<file path="config.mk">
export PLATFORM = sky130hd
export DESIGN_NAME = spi_mem_slave_fe
export DESIGN_NICKNAME = d
export VERILOG_FILES = /design/src/rtl/spi_fe_pkg.sv /design/src/rtl/spi_fe_pins.sv /design/src/rtl/spi_fe_rx.sv /design/src/rtl/spi_fe_tx.sv /design/src/rtl/spi_mem_slave_fe.sv
export SDC_FILE = /design/constraint.sdc
export NUM_CORES = 1
export LEC_CHECK = 0
export ABC_AREA = 1
export BUFFER_PORTS_ARGS = -buffer_cell sky130_fd_sc_hd__buf_2
export CORE_ASPECT_RATIO = 0.7
export CORE_MARGIN = 8
export CORE_UTILIZATION = 55
export DETAILED_ROUTE_END_ITERATION = 6
export PLACE_DENSITY = 0.79
export SYNTH_ARGS = -nofsm -noshare
export SYNTH_HDL_FRONTEND = slang
export SYNTH_HIERARCHICAL = 1
export SYNTH_SLANG_ARGS = --single-unit
</file>
<file path="constraint.sdc">
create_clock -name clk -period 2.03 [get_ports clk]
set_input_delay 0 -clock clk [delete_from_list [all_inputs] [get_ports clk]]
set_output_delay 0 -clock clk [all_outputs]
set_load 0.05 [all_outputs]
</file>
<file path="src/rtl/spi_fe_pkg.sv">
package spi_fe_pkg;
  localparam int NUM_CMD     = 10;
  localparam int DUMMY_BYTES = 3;
  localparam int C_WREN = 0;
  localparam int C_WRDI = 1;
  localparam int C_RDSR = 2;
  localparam int C_WRSR = 3;
  localparam int C_READ = 4;
  localparam int C_PROG = 5;
  localparam int C_SECT = 6;
  localparam int C_BLK  = 7;
  localparam int C_CHIP = 8;
  localparam int C_RDID = 9;
  typedef logic [NUM_CMD-1:0] cmd_vec_t;
endpackage

</file>
<file path="src/rtl/spi_fe_pins.sv">
module spi_fe_pins #(
  parameter int SYNC_STAGES = 2
) (
  input  logic clk,
  input  logic rst,
  input  logic cs_n,
  input  logic sck,
  input  logic si,
  input  logic hold_n,
  output logic sel,
  output logic held,
  output logic si_s,
  output logic sck_rise,
  output logic sck_fall,
  output logic cs_fall
);
  localparam int TOP = SYNC_STAGES - 1;

  logic [TOP:0] sck_q, cs_q, si_q, hold_q;
  logic sck_prev, cs_prev;

  always_ff @(posedge clk) begin
    if (rst) begin
      sck_q    <= '0;
      cs_q     <= '1;
      si_q     <= '0;
      hold_q   <= '1;
      sck_prev <= 1'b0;
      cs_prev  <= 1'b1;
    end else begin
      sck_q    <= {sck_q[TOP-1:0], sck};
      cs_q     <= {cs_q[TOP-1:0], cs_n};
      si_q     <= {si_q[TOP-1:0], si};
      hold_q   <= {hold_q[TOP-1:0], hold_n};
      sck_prev <= sck_q[TOP];
      cs_prev  <= cs_q[TOP];
    end
  end

  assign sel      = ~cs_q[TOP];
  assign held     = ~hold_q[TOP];
  assign si_s     = si_q[TOP];
  assign sck_rise = sel & ~held & sck_q[TOP] & ~sck_prev;
  assign sck_fall = sel & ~held & ~sck_q[TOP] & sck_prev;
  assign cs_fall  = cs_prev & ~cs_q[TOP];
endmodule

</file>
<file path="src/rtl/spi_fe_rx.sv">
module spi_fe_rx
  import spi_fe_pkg::*;
#(
  parameter int ADDR_W = 24,
  parameter int CNT_W  = 4,
  parameter logic [NUM_CMD*8-1:0] OP_TABLE = '0
) (
  input  logic              clk,
  input  logic              rst,
  input  logic              rise,
  input  logic              cs_fall,
  input  logic              si,
  output logic [2:0]        bit_cnt,
  output logic [CNT_W-1:0]  byte_cnt,
  output cmd_vec_t          cmd,
  output logic              dead,
  output cmd_vec_t          cmd_hit,
  output logic [ADDR_W-1:0] addr,
  output logic              addr_valid,
  output logic [7:0]        wdata,
  output logic              wdata_valid,
  output logic              rd_req
);
  localparam logic [CNT_W-1:0] A_LAST  = CNT_W'(ADDR_W / 8);
  localparam logic [CNT_W-1:0] CNT_MAX = '1;
  localparam logic [CNT_W-1:0] ONE     = CNT_W'(1);

  logic [6:0] sh;
  logic [7:0] nb;
  cmd_vec_t   match;
  logic       is_addr, in_addr, last_bit;

  assign nb = {sh, si};

  for (genvar g = 0; g < NUM_CMD; g++) begin : g_match
    assign match[g] = (nb == OP_TABLE[g*8 +: 8]);
  end

  assign is_addr  = cmd[C_READ] | cmd[C_PROG] | cmd[C_SECT] | cmd[C_BLK];
  assign in_addr  = is_addr && (byte_cnt >= ONE) && (byte_cnt <= A_LAST);
  assign last_bit = (bit_cnt == 3'd7);

  always_ff @(posedge clk) begin
    if (rst) begin
      sh <= '0; bit_cnt <= '0; byte_cnt <= '0; cmd <= '0; dead <= 1'b0;
      cmd_hit <= '0; addr <= '0; addr_valid <= 1'b0;
      wdata <= '0; wdata_valid <= 1'b0; rd_req <= 1'b0;
    end else begin
      cmd_hit     <= '0;
      addr_valid  <= 1'b0;
      wdata_valid <= 1'b0;
      rd_req      <= 1'b0;
      if (cs_fall) begin
        bit_cnt  <= '0;
        byte_cnt <= '0;
        cmd      <= '0;
        dead     <= 1'b0;
      end else if (rise && !dead) begin
        sh      <= nb[6:0];
        bit_cnt <= bit_cnt + 3'd1;
        if (last_bit) begin
          if (byte_cnt != CNT_MAX) byte_cnt <= byte_cnt + ONE;
          if (byte_cnt == '0) begin
            if (|match) begin
              cmd     <= match;
              cmd_hit <= match;
            end else begin
              dead <= 1'b1;
            end
          end else begin
            if (in_addr) addr <= {addr[ADDR_W-9:0], nb};
            addr_valid <= in_addr && (byte_cnt == A_LAST);
            rd_req     <= cmd[C_READ] && (byte_cnt >= A_LAST);
            if ((cmd[C_PROG] && byte_cnt > A_LAST) ||
                (cmd[C_WRSR] && byte_cnt == ONE)) begin
              wdata       <= nb;
              wdata_valid <= 1'b1;
            end
          end
        end
      end
    end
  end
endmodule

</file>
<file path="src/rtl/spi_fe_tx.sv">
module spi_fe_tx
  import spi_fe_pkg::*;
#(
  parameter int         CNT_W      = 4,
  parameter int         ADDR_BYTES = 3,
  parameter logic [7:0] ID_FIRST   = 8'h9D,
  parameter logic [7:0] ID_DEV     = 8'h7C,
  parameter logic [7:0] ID_LAST    = 8'h7F
) (
  input  logic             clk,
  input  logic             rst,
  input  logic             fall,
  input  logic             sel,
  input  logic             held,
  input  logic             dead,
  input  cmd_vec_t         cmd,
  input  logic [2:0]       bit_cnt,
  input  logic [CNT_W-1:0] byte_cnt,
  input  logic [7:0]       status_in,
  input  logic [7:0]       rd_data,
  output logic             so,
  output logic             so_oe
);
  localparam logic [CNT_W-1:0] ID0    = CNT_W'(DUMMY_BYTES + 1);
  localparam logic [CNT_W-1:0] ID1    = CNT_W'(DUMMY_BYTES + 2);
  localparam logic [CNT_W-1:0] ID2    = CNT_W'(DUMMY_BYTES + 3);
  localparam logic [CNT_W-1:0] DFIRST = CNT_W'(ADDR_BYTES + 1);

  logic [7:0] next_byte, out_byte;
  logic       phase;

  always_comb begin
    next_byte = '0;
    if (cmd[C_RDSR])      next_byte = status_in;
    else if (cmd[C_READ]) next_byte = rd_data;
    else if (cmd[C_RDID]) begin
      if (byte_cnt == ID0)      next_byte = ID_FIRST;
      else if (byte_cnt == ID1) next_byte = ID_DEV;
      else if (byte_cnt == ID2) next_byte = ID_LAST;
    end
  end

  assign phase = (cmd[C_RDSR] && byte_cnt != '0) ||
                 (cmd[C_READ] && byte_cnt >= DFIRST) ||
                 (cmd[C_RDID] && byte_cnt >= ID0 && byte_cnt <= ID2);
  assign so_oe = sel & ~held & ~dead & phase;

  always_ff @(posedge clk) begin
    if (rst) begin
      out_byte <= '0;
      so       <= 1'b0;
    end else if (fall) begin
      if (bit_cnt == 3'd0) begin
        out_byte <= next_byte;
        so       <= next_byte[7];
      end else begin
        so <= out_byte[3'd7 - bit_cnt];
      end
    end
  end
endmodule

</file>
<file path="src/rtl/spi_mem_slave_fe.sv">
module spi_mem_slave_fe
  import spi_fe_pkg::*;
#(
  parameter bit         MEM_1MBIT   = 1'b1,
  parameter int         ADDR_W      = 24,
  parameter int         SYNC_STAGES = 2,
  parameter logic [7:0] OP_WREN = 8'h06,
  parameter logic [7:0] OP_WRDI = 8'h04,
  parameter logic [7:0] OP_RDSR = 8'h05,
  parameter logic [7:0] OP_WRSR = 8'h01,
  parameter logic [7:0] OP_READ = 8'h03,
  parameter logic [7:0] OP_PROG = 8'h02,
  parameter logic [7:0] OP_SECT = 8'hD7,
  parameter logic [7:0] OP_BLK  = 8'hD8,
  parameter logic [7:0] OP_CHIP = 8'hC7,
  parameter logic [7:0] OP_RDID = 8'hAB
) (
  input  logic                clk,
  input  logic                rst,
  input  logic                cs_n,
  input  logic                sck,
  input  logic                si,
  input  logic                hold_n,
  input  logic [7:0]          status_in,
  input  logic [7:0]          rd_data,
  output logic                so,
  output logic                so_oe,
  output logic [NUM_CMD-1:0]  cmd_hit,
  output logic [ADDR_W-1:0]   addr,
  output logic                addr_valid,
  output logic [7:0]          wdata,
  output logic                wdata_valid,
  output logic                rd_req
);
  localparam int ADDR_BYTES = ADDR_W / 8;
  localparam int CNT_W      = $clog2(ADDR_BYTES + DUMMY_BYTES + 4);
  localparam logic [7:0] DEV_CODE = MEM_1MBIT ? 8'h7C : 8'h7B;
  localparam logic [NUM_CMD*8-1:0] OP_TABLE =
    {OP_RDID, OP_CHIP, OP_BLK, OP_SECT, OP_PROG,
     OP_READ, OP_WRSR, OP_RDSR, OP_WRDI, OP_WREN};

  logic             sel, held, si_s, sck_rise, sck_fall, cs_fall, dead;
  logic [2:0]       bit_cnt;
  logic [CNT_W-1:0] byte_cnt;
  cmd_vec_t         cmd;

  spi_fe_pins #(.SYNC_STAGES(SYNC_STAGES)) u_pins (
    .clk(clk), .rst(rst), .cs_n(cs_n), .sck(sck), .si(si), .hold_n(hold_n),
    .sel(sel), .held(held), .si_s(si_s),
    .sck_rise(sck_rise), .sck_fall(sck_fall), .cs_fall(cs_fall)
  );

  spi_fe_rx #(.ADDR_W(ADDR_W), .CNT_W(CNT_W), .OP_TABLE(OP_TABLE)) u_rx (
    .clk(clk), .rst(rst), .rise(sck_rise), .cs_fall(cs_fall), .si(si_s),
    .bit_cnt(bit_cnt), .byte_cnt(byte_cnt), .cmd(cmd), .dead(dead),
    .cmd_hit(cmd_hit), .addr(addr), .addr_valid(addr_valid),
    .wdata(wdata), .wdata_valid(wdata_valid), .rd_req(rd_req)
  );

  spi_fe_tx #(.CNT_W(CNT_W), .ADDR_BYTES(ADDR_BYTES), .ID_FIRST(8'h9D),
              .ID_DEV(DEV_CODE), .ID_LAST(8'h7F)) u_tx (
    .clk(clk), .rst(rst), .fall(sck_fall), .sel(sel), .held(held),
    .dead(dead), .cmd(cmd), .bit_cnt(bit_cnt), .byte_cnt(byte_cnt),
    .status_in(status_in), .rd_data(rd_data), .so(so), .so_oe(so_oe)
  );
endmodule

</file>
==> results summary <==
The sum of routed wire length over all layers is 8.63 mm. The global-route wire length before repair came out at 14.4 mm. The most numerous cell on the critical path is sky130_fd_sc_hd__nand2_2. The total overflow left after global routing is 0. The post-synthesis cell count came out at 503.

The count of H-tree levels built during CTS is 3. The setup skew after layout came out at 0.00523 ns. The detailed router placed 3,437 vias in this run.

The effective utilization at floorplan came out at 0.577. The overall track demand over capacity in global routing came out at 0.180. The number of nets in the synthesized netlist is 531. The placed standard-cell area came out at 4050 sq um. The post-placement worst setup slack came out at 0.0664 ns. The total standard cell area after synthesis came out at 3640 sq um.

The final period demand of the worst path came out at 1.87 ns. The number of antenna violations at the first check in global routing came out at 0. The later-pin clock latency in the skew report came out at 0.35 ns. The measured slew at the worst slew-check pin is 0.454 ns. The critical path is of the reg -> reg type. Dividing the detail-routed wire length by the instance count gives 12.8 microns. STA classifies the critical path endpoint as a flop. The floorplan die width is 113 microns. In this run the mean area of a mapped cell was 7.24 sq um. At the worst endpoint, the arrival time is 2.11 ns.

The number of global-route vias before repair is 3,243. The placeable core area is 6310 sq um. The cell sitting at the root of the clock tree is a sky130_fd_sc_hd__clkbuf_8. The half-perimeter wire length after placement came out at 6.22 mm. The last weighted congestion value of the routability-driven placer came out at 0.858.

The number of buffers and inverters on the critical path is 2. Setup violations remaining at the end of the flow were counted as 0. The post-synthesis to final-layout area growth came out at 22.2%. The fraction of layout instances using a drive strength above 1 is 0.200.

The first-pass iteration count of the detailed router came out at 4. The highest achievable clock rate came out at 0.535 GHz. The setup TNS came out at 0 ns. The critical path goes through inv_1, nand2_1, nor2_2, nand2_2, or2_4, nor3_4, buf_4, nand2_2, o21ai_0, nor2_1. Along the worst path, the maximum fanout reaches 6. The clock slew at the register clock pins of the worst setup and hold paths came out at 0.08 ns. The path class of the tightest hold or removal check is in -> reg. The total number of yosys warnings is 6. The total chip power is 3.06 mW. For this run, the slowest stage of the critical path takes 0.33 ns. The largest net degree at the start of global routing is 27. The max-slew violation total from the final report was 0. The slowest stage of the critical path belongs to the cell sky130_fd_sc_hd__dfxtp_1. The vertical die dimension came out at 84.1 microns. The overall die area is 9520 sq um. IR analysis of the VDD net gives a maximum drop of 0.450 mV. The number of antenna diodes is 0. The number of top-level design ports is 69. The layout net count is 619. Setup repair after global routing could not meet its margin everywhere. The worst path required time came out at 2.27 ns. The count of buffers inserted at the top-level ports is 68.

The per-cell via count in the routed design came out at 5.11. The DRC violation count after routing is 0. TritonCTS built the clock tree. The first routing iteration left 166 violations. Headroom to the max-slew limit came out at 0.697.

The flow ran to the end, and the final reports show no timing, DRC or antenna violations. The final worst-path setup slack is 0.161 ns. The CTS buffer count is 9. CTS saw 85 sinks.

The number of failing hold endpoints at the final stage is 0. The static power due to leakage came out at 2.23 nW. In this design, the largest share of critical-path delay is due to simple AND/OR/NAND/NOR gates. The maximum root-to-sink buffer count is 2. The initialized floorplan defines 24 standard-cell rows. Dividing the final minimum period by the clock period gives 0.921. The areal power density over the cells is 688 nW/um^2. The max capacitance violation total came out at 0. The detail route stage leaves a number of antenna-violating nets equal to 0. The area of all placed cells without fillers came out at 4450 sq um. The launching element type of the critical path is a flop.
## placed cells by master (no fill, tap or decap), types with 5 or more instances in the layout
cell / count
sky130_fd_sc_hd__ha_1: 6
sky130_fd_sc_hd__buf_4: 11
sky130_fd_sc_hd__a21oi_1: 25
sky130_fd_sc_hd__buf_2: 68
sky130_fd_sc_hd__clkbuf_8: 9
sky130_fd_sc_hd__dlygate4sd3_1: 15
sky130_fd_sc_hd__nand3_1: 25
sky130_fd_sc_hd__o21ai_1: 10
sky130_fd_sc_hd__nor2_2: 6
sky130_fd_sc_hd__nand2_1: 62
sky130_fd_sc_hd__inv_1: 68
sky130_fd_sc_hd__nand2_2: 5
sky130_fd_sc_hd__or2_1: 5
sky130_fd_sc_hd__o21ai_0: 44
sky130_fd_sc_hd__nand4_1: 15
sky130_fd_sc_hd__dfxtp_1: 84
sky130_fd_sc_hd__nor2_1: 106
## worst paths after layout
| kind | startpoint | cells past startpoint | slack (ns) | end |
|---|---|---|---|---|
| max | u_pins/cs_q[1]$_SDFF_PP1_ | 10 | 0.16 | u_rx/addr[7]$_SDFFE_PP0P_ |
| min | rd_data[6] | 5 | 0.03 | u_tx/out_byte[6]$_SDFFE_PP0P_ |
| max reg2reg | u_pins/cs_q[1]$_SDFF_PP1_ | 10 | 0.16 | u_rx/addr[7]$_SDFFE_PP0P_ |
| min reg2reg | u_pins/hold_q[0]$_SDFF_PP1_ | 1 | 0.41 | u_pins/hold_q[1]$_SDFF_PP1_ |
## power by group
part           switching, mW  internal (mW)  total, mW
clock                  0.566          0.688       1.25
sequential           0.00824           1.68       1.68
combinational         0.0679         0.0569      0.125
## worst reg2reg max path, cell delays in order (launching register included)
cell and delay, ns:
sky130_fd_sc_hd__dfxtp_1 0.33, sky130_fd_sc_hd__inv_1 0.08, sky130_fd_sc_hd__nand2_1 0.09, sky130_fd_sc_hd__nor2_2 0.13
sky130_fd_sc_hd__nand2_2 0.10, sky130_fd_sc_hd__or2_4 0.26, sky130_fd_sc_hd__nor3_4 0.27, sky130_fd_sc_hd__buf_4 0.17
sky130_fd_sc_hd__nand2_2 0.07, sky130_fd_sc_hd__o21ai_0 0.22, sky130_fd_sc_hd__nor2_1 0.06
## layout make-up
class	count	area [sq um]
fillers	500	1860
flip-flops and latches	85	1700
multi-input cells	327	1580
repair buffers	95	584
inverters	73	282
clock buffers	11	131
well taps	78	97.6
clock inverters	4	73.8
## per-layer routing
metal / track usage / vias to the layer above / wire [microns]
met1: 0.218 / 1544 / 3790
met3: 0.0549 / 10 / 724
met5: 0 / - / 0
met4: 0.0506 / 0 / 76
met2: 0.302 / 120 / 4040
li1: - / 1763 / -
## state kept, by name, indices dropped and copies added (netlist names), 2 cells and up
name and flops:
u_rx/cmd_hit 10, u_pins/hold_q 2, u_rx/wdata 8, u_rx/byte_cnt 4
u_rx/cmd 7, u_rx/bit_cnt 3, u_rx/sh 7, u_pins/cs_q 2
u_pins/si_q 2, u_rx/addr 24, u_pins/sck_q 2, u_tx/out_byte 7
## per-stage QoR
step | util | std cells | hold slack, ns
finish | 0.706 | 673 | 0.0308
global placement | 0.642 | 640 | 0.176
global route | 0.706 | 673 | 0.0294
floorplan | - | 503 | 0.0724
detailed placement | 0.642 | 640 | 0.178
CTS | 0.698 | 670 | 0.0136
## timing repair
| item | 4_1_cts | 5_1_grt |
|---|---|---|
| hold buffers | 15 | 0 |
| setup buffers | 0 | 2 |
| endpoints found under the setup margin | 0 | 40 |
| hold endpoints to repair | 13 | 0 |
| gates resized for setup | 0 | 16 |
Note: power is estimated with default switching activity, not from simulation.
